[config.mk]
export PLATFORM = sky130hd
export DESIGN_NAME = vlan_tbl_engine
export DESIGN_NICKNAME = d
export VERILOG_FILES = /design/src/rtl/vtc_pkg.sv /design/src/rtl/vtc_ctrl.sv /design/src/rtl/vtc_data.sv /design/src/rtl/vlan_tbl_engine.sv
export SDC_FILE = /design/constraint.sdc
export NUM_CORES = 1
export LEC_CHECK = 0
export ABC_AREA = 1
export BUFFER_PORTS_ARGS = -buffer_cell sky130_fd_sc_hd__buf_2
export CORE_MARGIN = 2
export CORE_UTILIZATION = 25
export CTS_CLUSTER_DIAMETER = 100
export DETAILED_ROUTE_END_ITERATION = 12
export GPL_TIMING_DRIVEN = 0
export PLACE_DENSITY = 0.39
export SLEW_MARGIN = 20
export SYNTH_ARGS = -nofsm -noshare
export SYNTH_HDL_FRONTEND = slang
export SYNTH_SLANG_ARGS = --single-unit
[constraint.sdc]
create_clock -name clk -period 5.36 [get_ports clk]
set_input_delay 0.804 -clock clk [delete_from_list [all_inputs] [get_ports clk]]
set_output_delay 0.804 -clock clk [all_outputs]
set_load 0.05 [all_outputs]
[src/rtl/vtc_pkg.sv]
package vtc_pkg;
  localparam logic [1:0] OP_NONE  = 2'b00;
  localparam logic [1:0] OP_LOAD  = 2'b01;
  localparam logic [1:0] OP_PURGE = 2'b10;
  localparam logic [1:0] OP_READ  = 2'b11;

  localparam logic [1:0] EG_UNTAG = 2'b01;
  localparam logic [1:0] EG_TAG   = 2'b10;
  localparam logic [1:0] EG_NONE  = 2'b11;

  typedef struct packed {
    logic clrScan;
    logic scanEn;
    logic doLoad;
    logic doPurge;
    logic doRead;
  } vtcStrobe_t;

  typedef enum logic [1:0] {ST_IDLE, ST_SCAN, ST_COMMIT} vtcState_t;
endpackage

[src/rtl/vtc_ctrl.sv]
module vtc_ctrl
  import vtc_pkg::*;
#(
  parameter int DEPTH = 16,
  parameter int VIDW  = 12,
  localparam int IDXW = $clog2(DEPTH),
  localparam int CMDW = VIDW + 4
) (
  input  logic            clk,
  input  logic            rstN,
  input  logic            cmdWr,
  input  logic [CMDW-1:0] cmdWrData,
  input  logic            hitSeen,
  input  logic            freeSeen,
  output vtcStrobe_t      strobe,
  output logic [IDXW-1:0] scanIdx,
  output logic [VIDW-1:0] curVid,
  output logic            busy,
  output logic [CMDW-1:0] cmdRdData
);
  vtcState_t state;
  logic [1:0] curOp;
  logic       fullFlag;
  logic       startCmd;
  logic [1:0] wrOp;

  assign wrOp     = cmdWrData[CMDW-3:CMDW-4];
  assign startCmd = (state == ST_IDLE) && cmdWr && cmdWrData[CMDW-1] && (wrOp != OP_NONE);

  always_comb begin
    strobe         = '0;
    strobe.clrScan = startCmd;
    strobe.scanEn  = (state == ST_SCAN);
    strobe.doLoad  = (state == ST_COMMIT) && (curOp == OP_LOAD);
    strobe.doPurge = (state == ST_COMMIT) && (curOp == OP_PURGE);
    strobe.doRead  = (state == ST_COMMIT) && (curOp == OP_READ);
  end

  always_ff @(posedge clk) begin
    if (!rstN) begin
      state    <= ST_IDLE;
      curOp    <= OP_NONE;
      curVid   <= '0;
      scanIdx  <= '0;
      fullFlag <= 1'b0;
    end else begin
      case (state)
        ST_IDLE: if (startCmd) begin
          state   <= ST_SCAN;
          curOp   <= wrOp;
          curVid  <= cmdWrData[VIDW-1:0];
          scanIdx <= '0;
        end
        ST_SCAN: begin
          if (scanIdx == IDXW'(DEPTH - 1)) state <= ST_COMMIT;
          else scanIdx <= scanIdx + 1'b1;
        end
        ST_COMMIT: begin
          state    <= ST_IDLE;
          fullFlag <= (curOp == OP_LOAD) && !hitSeen && !freeSeen;
        end
        default: state <= ST_IDLE;
      endcase
    end
  end

  assign busy      = (state != ST_IDLE);
  assign cmdRdData = {busy, fullFlag, curOp, curVid};
endmodule

[src/rtl/vtc_data.sv]
module vtc_data
  import vtc_pkg::*;
#(
  parameter int NPORTS = 7,
  parameter int DEPTH  = 16,
  parameter int VIDW   = 12,
  localparam int IDXW  = $clog2(DEPTH),
  localparam int ENTW  = 2 * NPORTS + 2,
  localparam int BODYW = ENTW - 1
) (
  input  logic            clk,
  input  logic            rstN,
  input  vtcStrobe_t      strobe,
  input  logic [IDXW-1:0] scanIdx,
  input  logic [VIDW-1:0] curVid,
  input  logic            busy,
  input  logic            entWr,
  input  logic [ENTW-1:0] entWrData,
  output logic            hitSeen,
  output logic            freeSeen,
  output logic [ENTW-1:0] entRdData
);
  localparam logic [ENTW-1:0] MISS_WORD = {2'b00, {NPORTS{EG_NONE}}};

  logic             slotVld [DEPTH];
  logic [VIDW-1:0]  slotVid [DEPTH];
  logic [BODYW-1:0] slotBody[DEPTH];
  logic [IDXW-1:0]  hitIdx, freeIdx;
  logic [ENTW-1:0]  entReg;
  logic [IDXW-1:0]  tgtIdx;

  assign tgtIdx = hitSeen ? hitIdx : freeIdx;

  always_ff @(posedge clk) begin
    if (!rstN) begin
      hitSeen  <= 1'b0;
      freeSeen <= 1'b0;
      hitIdx   <= '0;
      freeIdx  <= '0;
    end else if (strobe.clrScan) begin
      hitSeen  <= 1'b0;
      freeSeen <= 1'b0;
    end else if (strobe.scanEn) begin
      if (slotVld[scanIdx] && slotVid[scanIdx] == curVid) begin
        hitSeen <= 1'b1;
        hitIdx  <= scanIdx;
      end
      if (!slotVld[scanIdx] && !freeSeen) begin
        freeSeen <= 1'b1;
        freeIdx  <= scanIdx;
      end
    end
  end

  for (genvar s = 0; s < DEPTH; s++) begin : g_slot
    always_ff @(posedge clk) begin
      if (!rstN) begin
        slotVld[s]  <= 1'b0;
        slotVid[s]  <= '0;
        slotBody[s] <= '0;
      end else if (strobe.doLoad && (hitSeen || freeSeen) && tgtIdx == IDXW'(s)) begin
        slotVld[s]  <= 1'b1;
        slotVid[s]  <= curVid;
        slotBody[s] <= entReg[BODYW-1:0];
      end else if (strobe.doPurge && hitSeen && hitIdx == IDXW'(s)) begin
        slotVld[s]  <= 1'b0;
      end
    end
  end

  always_ff @(posedge clk) begin
    if (!rstN) entReg <= '0;
    else if (strobe.doRead) entReg <= hitSeen ? {1'b1, slotBody[hitIdx]} : MISS_WORD;
    else if (entWr && !busy) entReg <= entWrData;
  end

  assign entRdData = entReg;
endmodule

[src/rtl/vlan_tbl_engine.sv]
module vlan_tbl_engine
  import vtc_pkg::*;
#(
  parameter int NPORTS = 7,
  parameter int DEPTH  = 16,
  parameter int VIDW   = 12,
  localparam int IDXW  = $clog2(DEPTH),
  localparam int ENTW  = 2 * NPORTS + 2,
  localparam int CMDW  = VIDW + 4
) (
  input  logic            clk,
  input  logic            rstN,
  input  logic            entWr,
  input  logic [ENTW-1:0] entWrData,
  input  logic            cmdWr,
  input  logic [CMDW-1:0] cmdWrData,
  output logic [ENTW-1:0] entRdData,
  output logic [CMDW-1:0] cmdRdData
);
  vtcStrobe_t      strobe;
  logic [IDXW-1:0] scanIdx;
  logic [VIDW-1:0] curVid;
  logic            busy, hitSeen, freeSeen;

  vtc_ctrl #(.DEPTH(DEPTH), .VIDW(VIDW)) u_ctrl (
    .clk(clk), .rstN(rstN), .cmdWr(cmdWr), .cmdWrData(cmdWrData),
    .hitSeen(hitSeen), .freeSeen(freeSeen), .strobe(strobe),
    .scanIdx(scanIdx), .curVid(curVid), .busy(busy), .cmdRdData(cmdRdData)
  );

  vtc_data #(.NPORTS(NPORTS), .DEPTH(DEPTH), .VIDW(VIDW)) u_data (
    .clk(clk), .rstN(rstN), .strobe(strobe), .scanIdx(scanIdx),
    .curVid(curVid), .busy(busy), .entWr(entWr), .entWrData(entWrData),
    .hitSeen(hitSeen), .freeSeen(freeSeen), .entRdData(entRdData)
  );
endmodule

==> impl_metrics.json <==
{
  "utilization": 0.295,
  "first_iter_violations": 1431,
  "synthesis.nets": 2320,
  "post_cts_buffers": 0,
  "nets": 2456,
  "ys_top_cells_by_area": "edfxtp_1 (59%), nor2_1 (10%), nand2_1 (5.3%)",
  "die_height_um": 305,
  "setup_viol": 0,
  "core_um2": 90000,
  "fin_crit_ns": 3.08,
  "cts_made_buffers": 55,
  "fillers": 9515,
  "ir_drop_mv": 0.208,
  "layout_commonest_cell": "nor2_1",
  "cts_max_level": 2,
  "synth.top_cell.area_share": 0.592,
  "maxCapViolations": 0,
  "p_seq_frac": 0.500,
  "clk_pin_slew_ns": 0.07,
  "p_clk_frac": 0.422,
  "rsz0062_at_grt": "false",
  "grt_overflow": 0,
  "clockRootBuffer": "clkbuf_16",
  "p_switching_mw": 2.23,
  "grt_start_max_net_pins": 28,
  "multiInputGateArea_um2": 6780,
  "grt_pass1_wl_um": 123000,
  "relSlewSlack": 0.329,
  "holdWs_ns": 0.473,
  "start_util": 0.252,
  "finalClockSkew_ns": 0.0157,
  "routed_wl_um": 85800,
  "ctsHoldBuffers": 0,
  "cts_sinks": 503,
  "dp_slack_ns": 2.31,
  "critPathLaunchType": "flop",
  "period_share": 0.575,
  "ys_ff_latch": 503,
  "slew_viol_final": 0,
  "vias": 17200,
  "area_growth_pct": 17.2,
  "required_ns": 5.87,
  "clk_latency_ns": 0.62,
  "path_max_fanout": 10,
  "grt_usage": 0.181,
  "hold_class": "input port to flop",
  "synth_cell_types": 32,
  "die_w_um": 305,
  "post_cts_resized": 0,
  "antenna_found_initial": 0,
  "worstPathArrival_ns": 3.59,
  "path_class": "flop to flop",
  "p_int_mw": 6.66,
  "via_per_inst": 4.72,
  "yosysSeqAreaShare": 0.641,
  "portBuffers": 65,
  "io_pins": 68,
  "endpoint_kind": "flop",
  "fin_tns_setup_ns": 0,
  "p_comb_frac": 0.078,
  "switching_share": 0.251,
  "clockBufferDepth": 3,
  "netlist_area_um2": 22700,
  "yosys_warnings": 0,
  "dpl.hpwl_um": 59900,
  "ant_nets": 0,
  "wl_per_cell_um": 23.6,
  "powerDensity_nw_per_um2": 334,
  "p_leak_nw": 9.51,
  "status": "completed",
  "grt_pass1_vias": 17200,
  "worst_slew_pin_slew_ns": 1.01,
  "cts_tree": "done",
  "synth_area_per_cell_um2": 9.93,
  "synth_cells": 2283,
  "drtPass1Iterations": 5,
  "die_area_um2": 93100,
  "gp_congestion": 0.872,
  "clock.fmax_ghz": 0.325,
  "worst_slack_ns": 2.28,
  "seqCellArea_um2": 14500,
  "mostFrequentLayoutCells": "nor2_1 (610), edfxtp_1 (447), nand2_1 (305)",
  "drive_gt1_frac": 0.118,
  "drc": 0,
  "num_rows": 110,
  "yosysTopAreaCell": "edfxtp_1",
  "finalHoldViolCount": 0
}
==> layer usage <==
metal	routed length, um	global-route usage	vias to the layer above
met5	0	0	-
met4	2100	0.0459	0
met3	3850	0.0234	112
met2	42000	0.315	495
met1	37800	0.238	8568
li1	-	-	8029
==> synth_stat cells <==
| cell type | count |
|---|---|
| o21ai_2 | 3 |
| o211ai_2 | 2 |
| nor2_2 | 15 |
| buf_1 | 6 |
| dfxtp_1 | 56 |
| o32ai_1 | 19 |
| mux2i_1 | 41 |
| clkinv_1 | 12 |
| buf_6 | 5 |
| o211ai_1 | 37 |
| nand3_1 | 156 |
| ha_1 | 1 |
| nor3_1 | 5 |
| edfxtp_1 | 447 |
| a21oi_1 | 48 |
| o311ai_0 | 4 |
| buf_2 | 56 |
| nor2_1 | 610 |
| o21ai_0 | 131 |
| nor3_2 | 2 |
| inv_1 | 131 |
| inv_4 | 1 |
| o21ai_1 | 8 |
| buf_4 | 12 |
| o221ai_1 | 41 |
| nand2_1 | 321 |
| o2111ai_1 | 1 |
| inv_2 | 21 |
| nor2_4 | 3 |
| nor4_1 | 1 |
| clkbuf_1 | 85 |
| nor3_4 | 2 |
==> power groups by stage <==
| stage | Sequential, mW | Combinational, mW | Clock [mW] |
|---|---|---|---|
| finish | 4.45 | 0.696 | 3.75 |
| global route | 4.46 | 0.751 | 3.96 |
| CTS | 4.45 | 0.706 | 3.81 |
| detailed placement | 4.53 | 0.704 | 0 |
| global placement | 4.54 | 0.668 | 0 |
| floorplan | 4.57 | 0.334 | 0 |
==> path summary, 6_finish.rpt <==
kind	depth (start not counted)	to	startpoint	slack, ns
max	13	flop	flop	2.28
min	3	u_data.entRdData[15]	entWrData[15]	0.47
max reg2reg	13	flop	flop	2.28
min reg2reg	2	u_ctrl.fullFlag	u_ctrl.fullFlag	0.47
==> layout make-up <==
class | instances | area share
diodes | 1 | 0.0000941
repair buffers | 79 | 0.0253
inverters | 165 | 0.0234
well taps | 1176 | 0.0553
plain buffers | 164 | 0.0289
clock buffers | 80 | 0.0572
flip-flops and latches | 503 | 0.547
clock inverters | 24 | 0.00758
multi-input cells | 1451 | 0.255
==> critical path, stage by stage, from the launching register on <==
cell     delay (ns)
dfxtp_1        0.30
buf_2          0.37
buf_1          0.80
nand3_1        0.25
nand3_1        0.15
nand2_1        0.06
nand2_1        0.06
nand2_1        0.07
nor2_1         0.19
nand2_1        0.13
nor2_4         0.26
nand3_1        0.13
nand2_1        0.11
nor2_1         0.08
==> logic make-up after synthesis <==
kind of cell / Yosys count / share of synthesized area
simple gates: 1115 / 0.198
buf+inv: 329 / 0.0613
flops: 503 / 0.641
fa+ha+maj: 1 / 0.000552
compound gates: 294 / 0.0809
mux: 41 / 0.0181
==> through the flow <==
step | power [mW] | cell area (um2) | cells
after detailed placement | 5.24 | 24900 | 3538
after global routing | 9.18 | 26600 | 3642
after global placement | 5.20 | 24500 | 3524
after CTS | 8.97 | 26600 | 3642
final | 8.89 | 26600 | 3643
after floorplan | 4.91 | 22700 | 2283
==> sequential cells by signal, indices dropped and copies added (netlist names), named ones only <==
signal,flops
u_data.freeIdx,4
u_data.freeSeen,1
u_data.entRdData,16
u_data.slotBody,240
u_data.slotVld,16
u_ctrl.state,2
u_ctrl.curOp,2
u_ctrl.fullFlag,1
u_data.slotVid,192
u_data.hitIdx,4
u_ctrl.scanIdx,4
u_data.hitSeen,1
u_ctrl.curVid,12
Power figures use the tool's default switching activity.
